### src/rtl/gpio_port_pkg.sv
// Shared encodings for the interrupt-capable pin port.
// Assumes: register index is address bits [6:4], alias is bits [3:2].
package gpio_port_pkg;

    localparam int NUM_REGS = 8;

    // Register slots; the index is decoded from the address
    typedef enum logic [2:0] {
        REG_DOUT  = 3'd0,
        REG_DIN   = 3'd1,
        REG_OE    = 3'd2,
        REG_ROUTE = 3'd3,
        REG_IEN   = 3'd4,
        REG_LVL   = 3'd5,
        REG_POL   = 3'd6,
        REG_STAT  = 3'd7
    } gpio_reg_e;

    // Write flavours selected by the low address nibble
    typedef enum logic [1:0] {
        ALIAS_WR  = 2'd0,
        ALIAS_SET = 2'd1,
        ALIAS_CLR = 2'd2,
        ALIAS_TOG = 2'd3
    } gpio_alias_e;

endpackage

### src/rtl/gpio_bus_decode.sv
// Address decoder for the port register bus.
// Produces a one-hot write strobe per register slot, the write alias, and
// the read slot. Assumes ADDR_W >= 7; word-misaligned and out-of-range
// addresses decode to nothing.
module gpio_bus_decode
    import gpio_port_pkg::*;
#(
    parameter int ADDR_W = 8
) (
    input  logic                bus_we,
    input  logic [ADDR_W-1:0]   bus_addr,
    output logic [NUM_REGS-1:0] wr_stb,
    output gpio_alias_e         wr_alias,
    output gpio_reg_e           rd_idx,
    output logic                rd_valid
);

    logic upper_ok;

    // Any address bit above the register index must be zero
    generate
        if (ADDR_W > 7) begin : g_upper
            assign upper_ok = ~|bus_addr[ADDR_W-1:7];
        end else begin : g_no_upper
            assign upper_ok = 1'b1;
        end
    endgenerate

    // Slot selection and alignment check
    always_comb begin
        rd_valid = upper_ok && (bus_addr[1:0] == 2'b00);
        rd_idx   = gpio_reg_e'(bus_addr[6:4]);
        wr_alias = gpio_alias_e'(bus_addr[3:2]);
    end

    // One-hot write strobe for the addressed slot
    always_comb begin
        wr_stb = '0;
        if (bus_we && rd_valid) begin
            wr_stb = NUM_REGS'(1) << bus_addr[6:4];
        end
    end

endmodule

### src/rtl/gpio_alias_reg.sv
// One control register with write, set, clear and invert aliases.
// Assumes at most one write per cycle; resets to zero.
module gpio_alias_reg
    import gpio_port_pkg::*;
#(
    parameter int W = 32
) (
    input  logic        clk,
    input  logic        rst_n,
    input  logic        wr_en,
    input  gpio_alias_e alias_op,
    input  logic [W-1:0] wdata,
    output logic [W-1:0] q
);

    // Apply the selected alias to the stored bits
    always_ff @(posedge clk) begin
        if (!rst_n) begin
            q <= '0;
        end else if (wr_en) begin
            case (alias_op)
                ALIAS_WR:  q <= wdata;
                ALIAS_SET: q <= q | wdata;
                ALIAS_CLR: q <= q & ~wdata;
                ALIAS_TOG: q <= q ^ wdata;
                default:   q <= q;
            endcase
        end
    end

endmodule

### src/rtl/gpio_in_sync.sv
// Multi-flop synchronizer for the pad inputs plus a one-cycle history
// register used for edge detection. Assumes each pin is independent
// (no bus coherence is needed across pins).
module gpio_in_sync #(
    parameter int W      = 32,
    parameter int STAGES = 2
) (
    input  logic         clk,
    input  logic         rst_n,
    input  logic [W-1:0] pad_in,
    output logic [W-1:0] sync_q,
    output logic [W-1:0] prev_q
);

    logic [W-1:0] stage_q [STAGES];

    // Shift the pad levels through the synchronizer chain
    always_ff @(posedge clk) begin
        if (!rst_n) begin
            for (int i = 0; i < STAGES; i++) begin
                stage_q[i] <= '0;
            end
        end else begin
            stage_q[0] <= pad_in;
            for (int i = 1; i < STAGES; i++) begin
                stage_q[i] <= stage_q[i-1];
            end
        end
    end

    assign sync_q = stage_q[STAGES-1];

    // Remember the previous synchronized level for edge compare
    always_ff @(posedge clk) begin
        if (!rst_n) begin
            prev_q <= '0;
        end else begin
            prev_q <= sync_q;
        end
    end

endmodule

### src/rtl/gpio_irq_detect.sv
// Per-pin trigger detection, sticky status and the combined interrupt.
// Mode per pin is {pol, lvl}: 00 fall, 01 low, 10 rise, 11 high.
// A new trigger wins over a clear in the same cycle.
module gpio_irq_detect #(
    parameter int W = 32
) (
    input  logic         clk,
    input  logic         rst_n,
    input  logic [W-1:0] lvl,
    input  logic [W-1:0] pol,
    input  logic [W-1:0] route,
    input  logic [W-1:0] en,
    input  logic [W-1:0] cur,
    input  logic [W-1:0] prev,
    input  logic [W-1:0] clr_mask,
    output logic [W-1:0] stat_q,
    output logic         irq
);

    logic [W-1:0] hit;

    // Per-pin trigger decode from the two mode bits
    generate
        for (genvar p = 0; p < W; p++) begin : g_pin
            always_comb begin
                case ({pol[p], lvl[p]})
                    2'b00:   hit[p] = prev[p] & ~cur[p];
                    2'b01:   hit[p] = ~cur[p];
                    2'b10:   hit[p] = cur[p] & ~prev[p];
                    default: hit[p] = cur[p];
                endcase
            end
        end
    endgenerate

    // Sticky status: routed triggers set, clear alias clears, set wins
    always_ff @(posedge clk) begin
        if (!rst_n) begin
            stat_q <= '0;
        end else begin
            stat_q <= (stat_q & ~clr_mask) | (hit & route);
        end
    end

    // Combined port interrupt
    assign irq = |(stat_q & en);

endmodule

### src/rtl/gpio_irq_port.sv
// Top of the 32-pin port: bus decode, alias registers, input
// synchronizer, interrupt detection and the read mux.
// Assumes a single-cycle write bus and a combinational read.
module gpio_irq_port
    import gpio_port_pkg::*;
#(
    parameter int NPINS       = 32,
    parameter int ADDR_W      = 8,
    parameter int SYNC_STAGES = 2
) (
    input  logic              clk,
    input  logic              rst_n,
    input  logic              bus_we,
    input  logic [ADDR_W-1:0] bus_addr,
    input  logic [NPINS-1:0]  bus_wdata,
    output logic [NPINS-1:0]  bus_rdata,
    input  logic [NPINS-1:0]  pad_in,
    output logic [NPINS-1:0]  pad_out,
    output logic [NPINS-1:0]  pad_oe,
    output logic              irq
);

    logic [NUM_REGS-1:0] wr_stb;
    gpio_alias_e         wr_alias;
    gpio_reg_e           rd_idx;
    logic                rd_valid;
    logic [NPINS-1:0]    ctrl_q [NUM_REGS];
    logic [NPINS-1:0]    sync_q;
    logic [NPINS-1:0]    prev_q;
    logic [NPINS-1:0]    stat_q;
    logic [NPINS-1:0]    clr_mask;
    logic [NPINS-1:0]    route_q;
    logic [NPINS-1:0]    en_q;

    gpio_bus_decode #(.ADDR_W(ADDR_W)) u_dec (
        .bus_we   (bus_we),
        .bus_addr (bus_addr),
        .wr_stb   (wr_stb),
        .wr_alias (wr_alias),
        .rd_idx   (rd_idx),
        .rd_valid (rd_valid)
    );

    // Writable control registers; input and status slots have other logic
    generate
        for (genvar g = 0; g < NUM_REGS; g++) begin : g_reg
            if (g == int'(REG_DIN) || g == int'(REG_STAT)) begin : g_none
                assign ctrl_q[g] = '0;
            end else begin : g_ctrl
                gpio_alias_reg #(.W(NPINS)) u_reg (
                    .clk      (clk),
                    .rst_n    (rst_n),
                    .wr_en    (wr_stb[g]),
                    .alias_op (wr_alias),
                    .wdata    (bus_wdata),
                    .q        (ctrl_q[g])
                );
            end
        end
    endgenerate

    assign route_q = ctrl_q[REG_ROUTE];
    assign en_q    = ctrl_q[REG_IEN];
    assign pad_out = ctrl_q[REG_DOUT];
    assign pad_oe  = ctrl_q[REG_OE];

    gpio_in_sync #(.W(NPINS), .STAGES(SYNC_STAGES)) u_sync (
        .clk    (clk),
        .rst_n  (rst_n),
        .pad_in (pad_in),
        .sync_q (sync_q),
        .prev_q (prev_q)
    );

    // Status clears come only from the clear alias of the status slot
    always_comb begin
        clr_mask = '0;
        if (wr_stb[REG_STAT] && wr_alias == ALIAS_CLR) begin
            clr_mask = bus_wdata;
        end
    end

    gpio_irq_detect #(.W(NPINS)) u_det (
        .clk      (clk),
        .rst_n    (rst_n),
        .lvl      (ctrl_q[REG_LVL]),
        .pol      (ctrl_q[REG_POL]),
        .route    (route_q),
        .en       (en_q),
        .cur      (sync_q),
        .prev     (prev_q),
        .clr_mask (clr_mask),
        .stat_q   (stat_q),
        .irq      (irq)
    );

    // Read mux over all register slots
    always_comb begin
        bus_rdata = '0;
        if (rd_valid) begin
            case (rd_idx)
                REG_DIN:  bus_rdata = sync_q;
                REG_STAT: bus_rdata = stat_q;
                default:  bus_rdata = ctrl_q[rd_idx];
            endcase
        end
    end

endmodule

### config.mk
export PLATFORM = sky130hd
export DESIGN_NAME = gpio_irq_port
export DESIGN_NICKNAME = d
export VERILOG_FILES = /design/src/rtl/gpio_port_pkg.sv /design/src/rtl/gpio_bus_decode.sv /design/src/rtl/gpio_alias_reg.sv /design/src/rtl/gpio_in_sync.sv /design/src/rtl/gpio_irq_detect.sv /design/src/rtl/gpio_irq_port.sv
export SDC_FILE = /design/constraint.sdc
export NUM_CORES = 1
export LEC_CHECK = 0
export BUFFER_PORTS_ARGS = -buffer_cell sky130_fd_sc_hd__buf_2
export CAP_MARGIN = 20
export CELL_PAD_IN_SITES_DETAIL_PLACEMENT = 1
export CELL_PAD_IN_SITES_GLOBAL_PLACEMENT = 2
export CORE_MARGIN = 4
export CORE_UTILIZATION = 36
export CTS_BUF_LIST = sky130_fd_sc_hd__clkbuf_4 sky130_fd_sc_hd__clkbuf_8 sky130_fd_sc_hd__clkbuf_16
export DETAILED_ROUTE_END_ITERATION = 7
export MAX_ROUTING_LAYER = met4
export PLACE_DENSITY = 0.89
export REMOVE_ABC_BUFFERS = 1
export SLEW_MARGIN = 20
export SYNTH_ARGS = -nofsm -noshare
export SYNTH_HDL_FRONTEND = slang
export SYNTH_HIERARCHICAL = 1
export SYNTH_SLANG_ARGS = --single-unit
export TNS_END_PERCENT = 50
### constraint.sdc
create_clock -name clk -period 2.5 [get_ports clk]
set_input_delay 0.5 -clock clk [delete_from_list [all_inputs] [get_ports clk]]
set_output_delay 0.5 -clock clk [all_outputs]
set_load 0.01 [all_outputs]
==> flow_metrics.tcl, run 1 <==
set metrics [dict create \
    worstMarginPinSlew_ns 0.482 \
    crit_path_max_fanout 5 \
    clock_latency_ns 0.58 \
    n_fill_cell 8885 \
    drtIter0Drc 1104 \
    crit_buf_inv 1 \
    grt_pass1_vias 23025 \
    violations "setup timing" \
    finalCriticalPeriod_ns 2.65 \
    coreArea_um2 76300 \
    cap_violations 0 \
    cts.path.max_buffers 3 \
    utilization 0.412 \
    place.gp.congestion 0.806 \
    crit_arrival_ns 2.15 \
    drc 0 \
    timing.rr.start "g_reg[3].g_ctrl.u_reg/q[4]" \
    power_leakage_uw 0.0143 \
    ioPinCount 172 \
    wl_um 85600 \
    status "finished, violations left" \
    hold_buffers 0 \
    skew_ns 0.0230 \
    drv_slew 0 \
    vias 22020 \
    die_area_um2 82000 \
    nNetsFinal 3614 \
    grt_pass1_wl_um 134000 \
    start_util 0.366 \
    hpwl_um 60200 \
    crit_path_cell_trace "a22oi_2 > nand4_1 > or4_4 > buf_6" \
    die_h_um 286 \
    placed_area_um2 29900 \
    crit_type "reg2out" \
    yosys_warnings 6 \
    cp.required_ns 2.00 \
    cts-root-buf "clkbuf_16" \
    antenna_found_initial 7 \
    firstDrtPassIters 5 \
    gr-total-overflow 0 \
    startpoint "g_reg[4].g_ctrl.u_reg/q[12]" \
    layout_setup_ws_ns -0.148 \
    critical-path-max-stage-delay_ns 0.55 \
    htree_levels 2 \
    grt_max_degree 85 \
    slowest_stage "or4_4" \
    period_share 1.06 \
    start_kind "flip-flop" \
    worst_ir_drop_vdd_mv 0.411 \
    rsz0062_at_grt "yes" \
    r2r_slack_ns 1.18 \
    syn_inst 3038 \
    crit_family "simple AND/OR/NAND/NOR gates" \
    final-hold-violation-count 0 \
    end_kind "output pin" \
    path_clk_slew_ns 0.06 \
    syn_area_per_cell_um2 9.18 \
    synth_area_um2 27900 \
    drtAntennaViolNets 0 \
    die_x_um 286 \
    fp-row-count 101 \
    setup_viol 1 \
    viasPerCell 5.22 \
    hold_path.class "in2reg" \
    wl_per_cell_um 20.3 \
    track_usage 0.210 \
    design_area_um2 31400 \
    hold_start "pad_in[6]" \
    fmax_mhz 378 \
    io_buffer_count 171 \
    drive_above_1_share 0.209 \
    cts_tree "done" \
    cts.sinks 320 \
    powerDensity_nw_per_um2 433 \
    syn_to_final_growth_pct 12.7 \
    cts-buffers-inserted 43 \
    relSlewSlack 0.678 \
]
through the flow:
step	power [uW]	hold WS [ns]	instances	setup TNS (ns)	setup WS, ns
2_1_floorplan	6170	0.412	2816	-290.16	-2.07
3_3_place_gp	6970	0.417	4139	-3.51	-0.106
3_5_place_dp	7030	0.421	4139	-13.32	-0.209
4_1_cts	13800	0.0824	4217	-0.240	-0.240
5_1_grt	14200	0.0967	4220	-0.208	-0.208
6_report	13600	0.115	4220	-0.148	-0.148
final cells by class:
type	instances	area, um2	share of cell area
diodes	3	7.51	0.000239
repair buffers	294	2320	0.0739
clock buffers	59	1270	0.0404
multi-input cells	2080	18300	0.583
well taps	1030	1290	0.0410
flip-flops and latches	320	6420	0.204
clock inverters	18	234	0.00744
inverters	416	1560	0.0497
per-layer routing:
metal | vias up | global-route usage | part of all wire
met3 | 111 | 0.0311 | 0.043
met4 | 0 | 0.0538 | 0.024
met1 | 11017 | 0.269 | 0.46
met2 | 380 | 0.348 | 0.47
li1 | 10512 | - | -
met5 | - | - | 0
registers in the layout, indices dropped and copies added (netlist names):
name,flops
g.g_ctrl.u_reg/q,192
u_sync/prev_q,32
u_sync/stage_q,64
u_det/stat_q,32
worst paths after layout:
check	end	cells after the start
worst min-delay path	u_sync/stage_q[0][6]	2
worst max-delay path	irq	4
worst min register to register	u_sync/stage_q[0][35]	1
worst max register to register	g_reg[3].g_ctrl.u_reg/q[4]	5
cells in the final DEF (no fill, tap or decap), types with 31 or more instances in the layout:
master,n
a21boi_0,32
a21oi_1,55
a22oi_1,39
and2_1,128
buf_12,41
buf_2,167
buf_4,82
clkbuf_16,44
dfxtp_1,314
ha_1,384
inv_1,416
mux2i_1,256
mux4_2,31
nand2_1,34
nand2b_1,368
nand3_1,96
nand3_2,80
nand3b_1,198
nor2_1,56
nor3_1,32
o211a_1,32
o211ai_2,150
o21ai_0,32
power breakdown:
group / internal [uW] / switching [uW] / total (uW)
clock: 4070 / 2630 / 6700
combinational: 671 / 1020 / 1690
sequential: 5170 / 60.1 / 5230
total: 9910 / 3710 / 13600
timing repair:
item / CTS / global route
buffers inserted: 1 / 0
resized for setup: 10 / 7
pin swaps: 1 / 1
setup endpoints to repair: 1 / 2
Note: power is estimated with default switching activity, not from simulation.
==> inputs of run 2 (changes only) <==
- BUFFER_PORTS_ARGS: -buffer_cell sky130_fd_sc_hd__buf_2 -> -buffer_cell sky130_fd_sc_hd__buf_4
- CORE_MARGIN: 4 -> unset
- RECOVER_POWER: unset -> 50
==> run 2 against run 1 <==
Effect of this change: the run still ends with setup timing left; first-iteration DRC count is 7.7% lower; routed wire length is 2.2% lower; register-to-register slack worse by 0.07 ns; sequential share of layout area is 0.061 points higher; die area is 4.1% lower; critical path type unchanged; highest routed layer unchanged.
==> flow_metrics.tcl, run 2 (synthesized netlist as in run 1, its figures left out) <==
set metrics [dict create \
    switchingPower_uw 3700 \
    relSlewSlack 0.0192 \
    hold_path.class "in2reg" \
    p_sw_frac 0.268 \
    p_int_uw 10100 \
    crit_type "reg2out" \
    cts_tree "done" \
    io_buffer_count 171 \
    final-hold-violation-count 0 \
    drc 0 \
    skew_ns 0.0273 \
    grt_pass1_vias 22950 \
    fmax_mhz 380 \
    layout_setup_ws_ns -0.135 \
    die_h_um 280 \
    die_area_um2 78600 \
    end_kind "output pin" \
    p_clk_frac 0.499 \
    hold_buffers 0 \
    worst_ir_drop_vdd_mv 0.408 \
    cts.sinks 320 \
    cts-root-buf "clkbuf_16" \
    rsz0062_at_grt "yes" \
    finalCriticalPeriod_ns 2.63 \
    cts_setup_buffers 0 \
    powerDensity_nw_per_um2 441 \
    wl_per_cell_um 19.9 \
    drive_above_1_share 0.178 \
    fin_cells 4213 \
    gr-total-overflow 0 \
    cap_violations 0 \
    status "finished, violations left" \
    setup_viol 1 \
    utilization 0.411 \
    mostFrequentLayoutCells "inv_1, ha_1, nand2b_1" \
    sequentialPowerShare 0.379 \
    clock_latency_ns 0.59 \
    worstMarginPinSlew_ns 1.47 \
    top_register "g.g_ctrl.u_reg/q" \
    cts.path.max_buffers 3 \
    largest_register_ffs 192 \
    place.gp.congestion 0.803 \
    layout_commonest_cell "inv_1" \
    hold-path-cell-count 2 \
    violations "setup timing" \
    crit_arrival_ns 2.13 \
    post-place-ws_ns -0.211 \
    nNetsFinal 3605 \
    wl_um 83700 \
    drv_slew 0 \
    cts-buffers-inserted 44 \
    start_kind "flip-flop" \
    cp.required_ns 2.00 \
    die_x_um 280 \
    fp-row-count 101 \
    place_inst 4130 \
    firstDrtPassIters 4 \
    pwr-share-comb 0.122 \
    drtIter0Drc 1019 \
    drtAntennaViolNets 0 \
    vias 21756 \
    path_clk_slew_ns 0.06 \
    viasPerCell 5.16 \
    period_share 1.05 \
    coreArea_um2 76300 \
    ioPinCount 172 \
    start_util 0.366 \
    largestRegisters "g.g_ctrl.u_reg/q x192, u_sync/stage_q x64" \
    hpwl_um 58900 \
    syn_to_final_growth_pct 12.4 \
    worst-r2r-cell-count 4 \
    track_usage 0.218 \
    grt_pass1_wl_um 131000 \
    htree_levels 2 \
    power_leakage_uw 0.0138 \
    crit_path_max_fanout 2 \
    grt_max_degree 118 \
    antenna_found_initial 3 \
]
[run 2: cell count changes in the layout (fill, tap and decap cells not counted), sizes merged]
cell / delta
clkbuf: +80
buf: -85
diode: -1
inv: -1
[run 2: path summary, 6_finish.rpt]
check,startpoint,endpoint,slack (ns)
setup reg to reg,g_reg[0].g_ctrl.u_reg/q[8],g_reg[0].g_ctrl.u_reg/q[8],1.11
hold reg to reg,u_sync/stage_q[0][31],u_sync/stage_q[0][63],0.43
hold / removal,pad_in[1],u_sync/stage_q[0][1],0.12
setup / recovery,g_reg[4].g_ctrl.u_reg/q[3],irq,-0.13
[run 2: worst max-delay path: stages, from the launching register on]
cell     delay (ns)
dfxtp_2        0.33
a22oi_2        0.25
nand4_1        0.26
or4_4          0.55
buf_6          0.15
[run 2: repair_timing]
| action | CTS | global route |
|---|---|---|
| endpoints found under the setup margin | 1 | 2 |
| pin swaps | 3 | 5 |
| resized for setup | 5 | 14 |
[run 2: layer usage]
metal | vias up | track usage | share of wire
met1 | 10891 | 0.271 | 0.46
met4 | 0 | 0.0588 | 0.026
met3 | 107 | 0.0234 | 0.029
met2 | 286 | 0.371 | 0.48
met5 | - | - | 0
li1 | 10472 | - | -
[run 2: power by group through the flow]
stage / combinational [uW] / clock (uW) / sequential (uW)
2_1_floorplan: 845 / 0 / 5320
4_1_cts: 1730 / 7080 / 5230
3_5_place_dp: 1720 / 0 / 5350
3_3_place_gp: 1650 / 0 / 5340
6_report: 1690 / 6900 / 5230
5_1_grt: 1880 / 7240 / 5240
[run 2: final cells by class]
cell class / instances / area, um2
antenna: 2 / 5.00
clock buffer: 64 / 1350
clock inverter: 17 / 221
fill: 8957 / 45000
inverter: 416 / 1560
multi-input combinational: 2080 / 18200
sequential: 320 / 6420
tap: 1030 / 1290
timing repair buffer: 284 / 2310
[run 2: through the flow]
step | setup TNS (ns) | area [um2] | power [uW] | hold slack (ns)
final | -0.135 | 31300 | 13800 | 0.119
after global routing | -0.190 | 31300 | 14400 | 0.110
after CTS | -0.237 | 31800 | 14000 | 0.0898
after detailed placement | -25.75 | 30200 | 7060 | 0.421
after global placement | -18.78 | 30200 | 7000 | 0.415
after floorplan | -290.16 | 26200 | 6170 | 0.412
